<file path="src/rtl/sxr_pkg.sv">
package sxr_pkg;
  // Width of the default instance
  localparam int SXR_W = 6;

  typedef logic [SXR_W-1:0] sxr_word_t;

  // Nonzero seed used after reset and in place of a zero seed
  localparam sxr_word_t SXR_DEF_SEED = 6'b000001;

  // Row masks of the transition matrix; row k selects the current-state
  // bits that are XORed into next-state bit k (bit 0 = x1).
  localparam logic [SXR_W-1:0][SXR_W-1:0] SXR_DEF_TAPS = {
    6'b011001,   // x6' = x1^x4^x5
    6'b100001,   // x5' = x1^x6
    6'b010001,   // x4' = x1^x5
    6'b001010,   // x3' = x2^x4
    6'b100110,   // x2' = x2^x3^x6
    6'b000110    // x1' = x2^x3
  };
endpackage

</file>
<file path="src/rtl/sxr_row_xor.sv">
module sxr_row_xor #(
  parameter int            W    = 6,
  parameter logic [W-1:0]  MASK = '0
) (
  input  logic [W-1:0] state_i,
  output logic         bit_o
);
  // One XOR level over the bits selected by this row of the matrix
  assign bit_o = ^(state_i & MASK);
endmodule

</file>
<file path="src/rtl/sxr_seed_sel.sv">
module sxr_seed_sel #(
  parameter int           W        = 6,
  parameter logic [W-1:0] DEF_SEED = 1
) (
  input  logic [W-1:0] seed_i,
  output logic [W-1:0] seed_o
);
  // A zero seed would lock the generator; substitute the default
  always_comb begin
    if (seed_i == '0) seed_o = DEF_SEED;
    else              seed_o = seed_i;
  end
endmodule

</file>
<file path="src/rtl/sxr_uniform_gen.sv">
module sxr_uniform_gen
  import sxr_pkg::*;
#(
  parameter int                    W        = SXR_W,
  parameter logic [W-1:0][W-1:0]   TAPS     = SXR_DEF_TAPS,
  parameter logic [W-1:0]          DEF_SEED = SXR_DEF_SEED
) (
  input  logic         clk,
  input  logic         rst_n,
  input  logic         en_i,
  input  logic         load_i,
  input  logic [W-1:0] seed_i,
  output logic [W-1:0] rnd_o,
  output logic         valid_o
);
  logic [W-1:0] state_q;
  logic [W-1:0] state_d;
  logic [W-1:0] step_w;
  logic [W-1:0] seed_w;
  logic         state_ce;
  logic         valid_d;
  logic         valid_q;

  // One row of the transition matrix per state bit
  for (genvar g = 0; g < W; g++) begin : g_row
    sxr_row_xor #(
      .W    (W),
      .MASK (TAPS[g])
    ) u_row (
      .state_i (state_q),
      .bit_o   (step_w[g])
    );
  end

  sxr_seed_sel #(
    .W        (W),
    .DEF_SEED (DEF_SEED)
  ) u_seed (
    .seed_i (seed_i),
    .seed_o (seed_w)
  );

  // Next-state selection: load has priority over advance
  always_comb begin
    state_ce = load_i | en_i;
    valid_d  = 1'b0;
    state_d  = state_q;
    if (load_i) begin
      state_d = seed_w;
    end else if (en_i) begin
      state_d = step_w;
      valid_d = 1'b1;
    end
  end

  always_ff @(posedge clk or negedge rst_n) begin
    if (!rst_n) begin
      state_q <= DEF_SEED;
    end else if (state_ce) begin
      state_q <= state_d;
    end
  end

  always_ff @(posedge clk or negedge rst_n) begin
    if (!rst_n) begin
      valid_q <= 1'b0;
    end else begin
      valid_q <= valid_d;
    end
  end

  assign rnd_o   = state_q;
  assign valid_o = valid_q;
endmodule

</file>
<file path="config.mk">
export PLATFORM = sky130hd
export DESIGN_NAME = sxr_uniform_gen
export DESIGN_NICKNAME = d
export VERILOG_FILES = /design/src/rtl/sxr_pkg.sv /design/src/rtl/sxr_row_xor.sv /design/src/rtl/sxr_seed_sel.sv /design/src/rtl/sxr_uniform_gen.sv
export SDC_FILE = /design/constraint.sdc
export NUM_CORES = 1
export LEC_CHECK = 0
export BUFFER_PORTS_ARGS = -buffer_cell sky130_fd_sc_hd__buf_2
export CORE_AREA = 2 2 39 41
export CTS_CLUSTER_DIAMETER = 100
export DETAILED_ROUTE_END_ITERATION = 12
export DIE_AREA = 0 0 41 43
export PLACE_DENSITY = 0.62
export SYNTH_ARGS = -nofsm -noshare
export SYNTH_HDL_FRONTEND = slang
export SYNTH_HIERARCHICAL = 1
export SYNTH_SLANG_ARGS = --single-unit
</file>
<file path="constraint.sdc">
create_clock -name clk -period 1.9 [get_ports clk]
set_input_delay 0.285 -clock clk [delete_from_list [all_inputs] [get_ports clk]]
set_output_delay 0.285 -clock clk [all_outputs]
set_load 0.01 [all_outputs]
</file>
== After elaboration in Yosys (flattened, before gate mapping) ==
Index checks and enable logic that the tools add are counted.

* Reduce and logical (&&, ||, !) cells: 9
* Mux-type cells: 5
* Bitwise gates (word level): 1

{| class="wikitable"
|+ Operator list
! cell !! number
|-
| XOR reduction 6 bit || 6
|-
| 2-to-1 mux 6 bit || 3
|-
| zero test 6 bit || 1
|-
| 2-to-1 mux 1 bit || 2
|-
| AND reduction 2 bit || 1
|-
| nonzero test 2 bit || 1
|-
| bitwise OR 1 bit || 1
|}

* Word-level logic and storage cells: 17
* Bits in registers: 7
* Output and inout bits: 7
* Input bits: 10

== Depth between registers and ports, before layout ==
Gate-level depths: netlist of run 1.

* Depth after elaboration: 3
* Mapped depth: 4
* Depth with buffers taken out: 4

== By module ==
The synthesis of run 1 kept the hierarchy.

{| class="wikitable"
|+ By module, submodules not included
! module !! area an instance (µm²) !! sequential area each (µm²) !! times used !! cells an instance
|-
| sxr_uniform_gen || 311.5 || 176.4 || 1 || 28
|-
| sxr_row_xor (g_row[1].u_row ...) || 23.8 || 0.0 || 2 || 1
|-
| sxr_seed_sel || 40.0 || 0.0 || 1 || 7
|-
| sxr_row_xor (g_row[0].u_row ...) || 8.8 || 0.0 || 4 || 1
|}

== Worst setup path before layout of run 1 ==
No wires, ideal clock.

* Path kind: reg-to-reg
* Start point: reg state_q[0] (netlist: rnd_o[0])
* End point: reg state_q[5] (netlist: rnd_o[5])
* Stages on the path, launching flop included: 4
* Path buffers: 0
* Library setup time: 0.123 ns
* Arrival time: 1.080 ns
* Required time: 1.777 ns
* Setup slack: 0.697 ns
* Clock period less this slack: 1.203 ns
* Cells stage by stage: dfstp_2 xor3_1 mux2i_1 o21ai_1

* Cells in the longest elaborated chain, start to end: 3

{| class="wikitable"
|+ RTL lines
! what !! line !! text
|-
| from (decl) || sxr_uniform_gen.sv:16 || <nowiki>logic [W-1:0] state_q;</nowiki>
|-
| from (signal assigned) || sxr_uniform_gen.sv:60 || <nowiki>state_q <= state_d;</nowiki>
|-
| XOR reduction 6 bit || sxr_row_xor.sv:9 || <nowiki>assign bit_o = ^(state_i & MASK);</nowiki>
|-
| named net step_w[5] || sxr_uniform_gen.sv:18 || <nowiki>logic [W-1:0] step_w;</nowiki>
|-
| 2-to-1 mux 6 bit || sxr_uniform_gen.sv:50 || <nowiki>end else if (en_i) begin</nowiki>
|-
| 2-to-1 mux 6 bit || sxr_uniform_gen.sv:48 || <nowiki>if (load_i) begin</nowiki>
|}

The timed path passes the listed nets, and every way through them passes these cells. The select of a mux whose other input is x is not followed.
A chain may end at the register's enable or synchronous reset.

== Final worst setup path of run 1 ==
* Start point: reg state_q[0] (netlist: rnd_o[0])
* End point: out rnd_o[0]

{| class="wikitable"
|+ RTL lines
! what !! line !! text
|-
| to (decl) || sxr_uniform_gen.sv:13 || <nowiki>output logic [W-1:0] rnd_o,</nowiki>
|}

No word-level cell between the ends.

==> results of run 1 <==
[routing by layer]
layer / track usage / wire [um] / up-vias
met5: 0 / 0 / -
met4: 0.120 / 0 / 0
li1: - / - / 162
met2: 0.147 / 382 / 12
met1: 0.152 / 341 / 136
met3: 0.0314 / 58 / 0
[final cells by class]
class / count / share of cell area
sequential: 7 / 0.333
clock buffer: 4 / 0.0496
tap: 16 / 0.0378
timing repair buffer: 17 / 0.170
multi-input combinational: 27 / 0.409
[registers in the layout, summed over array words and instances (netlist names)]
signal	count
valid_o	1
rnd_o	6
[worst max-delay path by stage]
stage | startpoint | end | slack, ns | cells past startpoint
floorplan | rnd_o[0] | rnd_o[5] | 0.70 | 3
global placement | seed_i[1] | rnd_o[0] | 0.65 | 5
detailed placement | seed_i[1] | rnd_o[0] | 0.63 | 5
CTS | rnd_o[0] | rnd_o[0] | 0.63 | 1
global route | rnd_o[0] | rnd_o[0] | 0.60 | 1
finish | rnd_o[0] | rnd_o[0] | 0.64 | 1
[synth_stat cells (all sizes together)]
library cell	number
dfrtp	6
mux2i	6
nand2	6
o21ai	6
clkbuf	4
xor2	4
buf	2
xor3	2
dfstp	1
dlygate4sd3	1
nor2b	1
o21bai	1
or4	1
[stage by stage]
| step | power, mW | setup slack, ns | util |
|---|---|---|---|
| floorplan | 0.326 | 0.697 | - |
| global placement | 0.372 | 0.651 | 0.356 |
| detailed placement | 0.378 | 0.630 | 0.356 |
| CTS | 0.510 | 0.630 | 0.382 |
| global route | 0.546 | 0.596 | 0.382 |
| finish | 0.502 | 0.643 | 0.382 |
[power breakdown]
part | internal [mW] | leakage, nW | switching (mW) | total (mW)
clock network | 0.0796 | 0.0150 | 0.0471 | 0.127
logic | 0.0960 | 0.179 | 0.0694 | 0.165
registers | 0.176 | 0.0837 | 0.0333 | 0.209
[what timing repair did]
item,4_1_cts,5_1_grt
hold buffers,1,0
endpoints found under the setup margin,0,0
hold endpoints to repair,6,0
[logic make-up (layout without fill, tap and decap cells)]
logic type,Yosys count,count (layout),share of synthesized area
AND/OR/NAND/NOR,8,8,0.0836
AO/OA/AOI/OAI,7,7,0.0865
flip-flops,7,7,0.406
buffers and inverters,7,21,0.0951
XOR/XNOR,6,6,0.190
multiplexers,6,6,0.138
==> results.py, run 1 <==
metrics = {
    "status": {
        "outcome": "finished clean",
    },
    "finish": {
        "fin_area_um2": 529,
        "instances_no_fill": 71,
        "synthToLayoutAreaGrowth_pct": 21.9,
        "ff_latch_area_um2": 176,
        "mostFrequentLayoutCell": "buf_2",
        "multi_input_area_um2": 216,
        "drive_above_1_share": 0.364,
        "mostFrequentLayoutCells": "buf_2, mux2i_1, nand2_1, o21ai_1, dfrtp_1",
        "diodes": 0,
        "filler_cell_count": 148,
        "nets": 66,
    },
    "timing": {
        "finalCritPeriodShare": 0.662,
        "setup_viol": 0,
        "whs_ns": 0.263,
        "worst_slew_pin_slew_ns": 0.220,
        "period_minus_slack_ns": 1.26,
        "slew_violations": 0,
        "rsz0062_at_grt": "false",
        "max_freq_ghz": 0.795,
        "tns_ns": 0,
        "finalHoldViolCount": 0,
        "slew_headroom": 0.853,
        "finClkSkew_ns": 0.000244,
    },
    "critical_path": {
        "rrSetupSlack_ns": 0.68,
        "worst_r2r_path_depth": 3,
        "cpLargestDelayFamily": "flip-flops",
        "path_cells": "buf_2",
        "crit_path_max_incr_delay_ns": 0.58,
        "critPathLaunchType": "flop",
        "cpMaxStageDelayCell": "dfstp_2",
        "rr_startpoint": "rnd_o[0]",
        "worstPathRequired_ns": 1.62,
        "worstSetupEndpointType": "output port",
        "cp_max_fo": 5,
        "cp.arrival_ns": 0.97,
        "crit_buf_inv": 1,
        "r2r-end": "rnd_o[5]",
        "crit_type": "flop to output port",
    },
    "global_route": {
        "grt.total_usage": 0.118,
        "grt-ovfl-total": 0,
        "grt_max_degree": 14,
        "antenna_found_initial": 0,
        "grt_pass1_vias": 312,
        "grt_pass1_wl_mm": 1.30,
    },
    "synth": {
        "synth_top_area_cell": "dfrtp_1",
        "syn_nets": 51,
        "syn_area_um2": 434,
        "syn_avg_cell_area_um2": 10.6,
        "syn_inst": 41,
        "yosysUniqueCellTypes": 14,
        "ys_ff_latch": 7,
        "yosys-top-cells-area": "dfrtp_1, mux2i_1, xor3_1",
        "ys_seq_area_frac": 0.406,
        "synth_top_cell_area_share": 0.346,
        "yosys_warnings": 6,
    },
    "min_path": {
        "hp-class": "primary input to flop",
        "min_path_cells": 3,
        "hp-start": "seed_i[3]",
        "whs_endpoint": "rnd_o[3]",
    },
    "drt": {
        "wl_per_cell_um": 11.0,
        "vias_per_cell": 4.37,
        "drt-initial-drc-count": 8,
        "drc": 0,
        "dr.pass1.iters": 3,
        "drt_wl_total_um": 782,
        "ant_nets": 0,
        "vias": 310,
    },
    "place": {
        "postPlaceCellArea_um2": 493,
        "place.gp.congestion": 0.664,
        "portBuffers": 16,
        "placedCellCount": 66,
    },
    "floorplan": {
        "initial_core_util": 0.314,
        "die_x_um": 41,
        "placementRows": 14,
        "core_area_um2": 1380,
        "ios": 17,
        "die_area_um2": 1760,
        "die_y_um": 43,
    },
    "clocking": {
        "cts.sinks": 7,
        "postCtsSetupRepairBufs": 0,
        "post_cts_resized": 0,
        "worstSkewPairLatency_ns": 0.24,
        "path_clk_slew_ns": 0.05,
        "clockBufferDepth": 2,
        "cts_buffers": 3,
        "root_buffer": "clkbuf_4",
        "cts_tree": "yes",
        "cts.htree.levels": 1,
    },
    "pwr": {
        "powerDensity_nw_per_um2": 948,
        "leakagePower_nw": 0.278,
        "ir_drop_v": 0.000269,
    },
    "flow_run": {
        "maxCapViolCount": 0,
    },
}
(Power assumes the default switching activity.)
==> run 2, diff against run 1 <==
--- a/config.mk
+++ b/config.mk
@@ -5,12 +5,13 @@
 export SDC_FILE = /design/constraint.sdc
 export NUM_CORES = 1
 export LEC_CHECK = 0
+export ABC_AREA = 1
 export BUFFER_PORTS_ARGS = -buffer_cell sky130_fd_sc_hd__buf_2
 export CORE_AREA = 2 2 39 41
 export CTS_CLUSTER_DIAMETER = 100
 export DETAILED_ROUTE_END_ITERATION = 12
 export DIE_AREA = 0 0 41 43
-export PLACE_DENSITY = 0.62
+export PLACE_DENSITY = 0.72
 export SYNTH_ARGS = -nofsm -noshare
 export SYNTH_HDL_FRONTEND = slang
 export SYNTH_HIERARCHICAL = 1
==> constraint.sdc (replaced) <==
create_clock -name clk -period 1.1 [get_ports clk]
set_input_delay 0.165 -clock clk [delete_from_list [all_inputs] [get_ports clk]]
set_output_delay 0.165 -clock clk [all_outputs]
set_load 0.01 [all_outputs]
==> results.py, run 2 <==
metrics = {
    "status": {
        "outcome": "finished, violations left",
        "violations": "negative setup slack",
    },
    "finish": {
        "diodes": 0,
        "mostFrequentLayoutCell": "nand2_1",
        "filler_cell_count": 147,
        "fin_area_um2": 638,
        "nets": 112,
        "drive_above_1_share": 0.267,
        "synthToLayoutAreaGrowth_pct": 22.9,
        "largest_register_ffs": 6,
        "mostFrequentLayoutCells": "nand2_1, nand3_1, buf_2",
        "fin_util": 0.461,
    },
    "global_route": {
        "grt_busiest_layer": "met2",
        "use_met3": 0.0157,
        "grt_pass1_wl_mm": 1.96,
        "grtUsageMet2": 0.253,
        "grt-ovfl-total": 0,
        "grt_max_degree": 10,
        "grt.total_usage": 0.165,
        "grt_pass1_vias": 493,
        "antenna_found_initial": 0,
        "use_met1": 0.212,
    },
    "timing": {
        "finalHoldViolCount": 0,
        "finalCritPeriodShare": 1.03,
        "rsz0062_at_grt": "true",
        "slew_headroom": 0.848,
        "max_freq_ghz": 0.885,
        "worst_slew_pin_slew_ns": 0.228,
        "setup_viol": 2,
        "finClkSkew_ns": 0.00131,
        "period_minus_slack_ns": 1.13,
        "slew_violations": 0,
        "setup_ws_ns": -0.0303,
    },
    "drt": {
        "ant_nets": 0,
        "vias": 539,
        "drt_wl_total_mm": 1.16,
        "drt-initial-drc-count": 12,
        "wl_per_cell_um": 9.93,
        "drc": 0,
        "vias_per_cell": 4.61,
        "dr.pass1.iters": 4,
    },
    "critical_path": {
        "r2r-end": "rnd_o[3]",
        "cp_max_fo": 6,
        "worstSetupEndpointType": "output port",
        "path_cells": "buf_6",
        "rr_startpoint": "rnd_o[0]",
        "cpLargestDelayFamily": "flip-flops",
        "worst_r2r_path_depth": 6,
        "crit_path_max_incr_delay_ns": 0.59,
        "worstPathRequired_ns": 0.94,
        "cp.arrival_ns": 0.97,
        "crit_buf_inv": 1,
        "crit_type": "flop to output port",
        "rrSetupSlack_ns": 0,
        "critPathLaunchType": "flop",
        "crit_cells": 1,
        "cpMaxStageDelayCell": "dfstp_2",
    },
    "synth": {
        "synth-async-reset-ratio": 1.00,
        "yosys_warnings": 6,
        "ys_seq_area_frac": 0.340,
        "syn_nets": 96,
        "yosysMostFrequentCell": "nand2_1",
        "synth_top_cell_area_share": 0.289,
        "syn_avg_cell_area_um2": 6.04,
        "yosysUniqueCellTypes": 11,
        "synth_ff_type": "dfrtp_1",
        "syn_area_um2": 519,
        "synth_common_cells": "nand2_1, inv_1, nand3_1, dfrtp_1, clkbuf_1",
        "syn_inst": 86,
        "synth-edff-count": 0,
        "synth_top_area_cell": "dfrtp_1",
        "yosys-top-cells-area": "dfrtp_1, nand2_1, nand3_1",
        "ys_ff_latch": 7,
    },
    "pwr": {
        "powerDensity_nw_per_um2": 1280,
        "cell_internal_pwr_uw": 538,
        "clockPowerShare": 0.280,
        "leakagePower_nw": 0.397,
        "netSwitchingPower_uw": 281,
        "swShare": 0.343,
        "seqPwrFrac": 0.416,
        "ir_drop_v": 0.000661,
        "combPwrFrac": 0.303,
    },
    "floorplan": {
        "ios": 17,
        "core_area_um2": 1380,
        "die_x_um": 41,
        "die_area_um2": 1760,
        "initial_core_util": 0.375,
        "placementRows": 14,
        "die_y_um": 43,
    },
    "place": {
        "dp_slack_ns": -0.0181,
        "portBuffers": 16,
        "postPlaceCellArea_um2": 582,
        "place.gp.congestion": 0.739,
        "post-dp-hpwl_um": 908,
    },
    "clocking": {
        "worstSkewPairLatency_ns": 0.25,
        "clockBufferDepth": 2,
        "cts_buffers": 3,
        "root_buffer": "clkbuf_4",
        "cts.sinks": 7,
        "cts.htree.levels": 1,
        "cts_tree": "yes",
        "path_clk_slew_ns": 0.05,
    },
    "min_path": {
        "min_path_cells": 3,
        "hp-class": "primary input to flop",
        "hp-start": "seed_i[3]",
        "whs_endpoint": "rnd_o[3]",
    },
    "flow_run": {
        "maxCapViolCount": 0,
    },
}
## run 2: through the flow
stage / TNS [ns] / instances / power [mW] / hold WS [ns]
after floorplan: 0 / 86 / 0.492 / -0.131
after global placement: 0 / 111 / 0.555 / 0.00280
after detailed placement: -0.0181 / 111 / 0.566 / 0.00606
after CTS: -0.0485 / 117 / 0.820 / 0.145
after global routing: -0.301 / 117 / 0.889 / 0.151
final: -0.0342 / 117 / 0.819 / 0.148
## run 2: cell families (layout without fill, tap and decap cells)
| logic type | count (synthesis) | count (layout) | synth area share |
|---|---|---|---|
| buffers and inverters | 25 | 40 | 0.202 |
| AND/OR/NAND/NOR | 54 | 54 | 0.458 |
| flip-flops | 7 | 7 | 0.340 |
## run 2: worst max path at each step
stage          slack, ns  endpoint  startpoint
6_report           -0.03  rnd_o[0]    rnd_o[0]
5_1_grt            -0.07  rnd_o[5]    rnd_o[0]
4_1_cts            -0.02  rnd_o[5]    rnd_o[0]
3_5_place_dp       -0.02  rnd_o[5]    rnd_o[0]
3_3_place_gp        0.03  rnd_o[5]    rnd_o[0]
2_1_floorplan       0.02  rnd_o[5]    rnd_o[0]
## run 2: worst min-delay path, delay by kind of cell
family,cells,cell delay (ns)
AND/OR/NAND/NOR,2,0.11
buffers and inverters,1,0.08
## run 2: cell type report
type | instances | area, um^2 | share of cell area
clock buffers | 4 | 26.3 | 0.0412
multi-input cells | 54 | 240 | 0.376
inverters | 18 | 67.6 | 0.106
flip-flops and latches | 7 | 176 | 0.276
well taps | 16 | 20.0 | 0.0314
repair buffers | 18 | 108 | 0.169
## run 2: repair_timing
item,4_1_cts,5_1_grt
hold buffers,1,0
resized for setup,1,5
pin swaps,0,5
hold endpoints to repair,7,0
buffers inserted,1,0
endpoints found under the setup margin,2,5
## run 2: power by group through the flow
stage / Clock (mW) / Combinational, mW / Sequential, mW
after floorplan: 0 / 0.144 / 0.348
after global placement: 0 / 0.215 / 0.340
after detailed placement: 0 / 0.223 / 0.343
after CTS: 0.240 / 0.242 / 0.338
after global routing: 0.258 / 0.284 / 0.347
final: 0.230 / 0.248 / 0.341
## run 2: routing by layer
layer	vias up	part of all wire
met4	0	0.017
met3	3	0.028
li1	283	-
met2	15	0.55
met1	238	0.40
met5	-	0
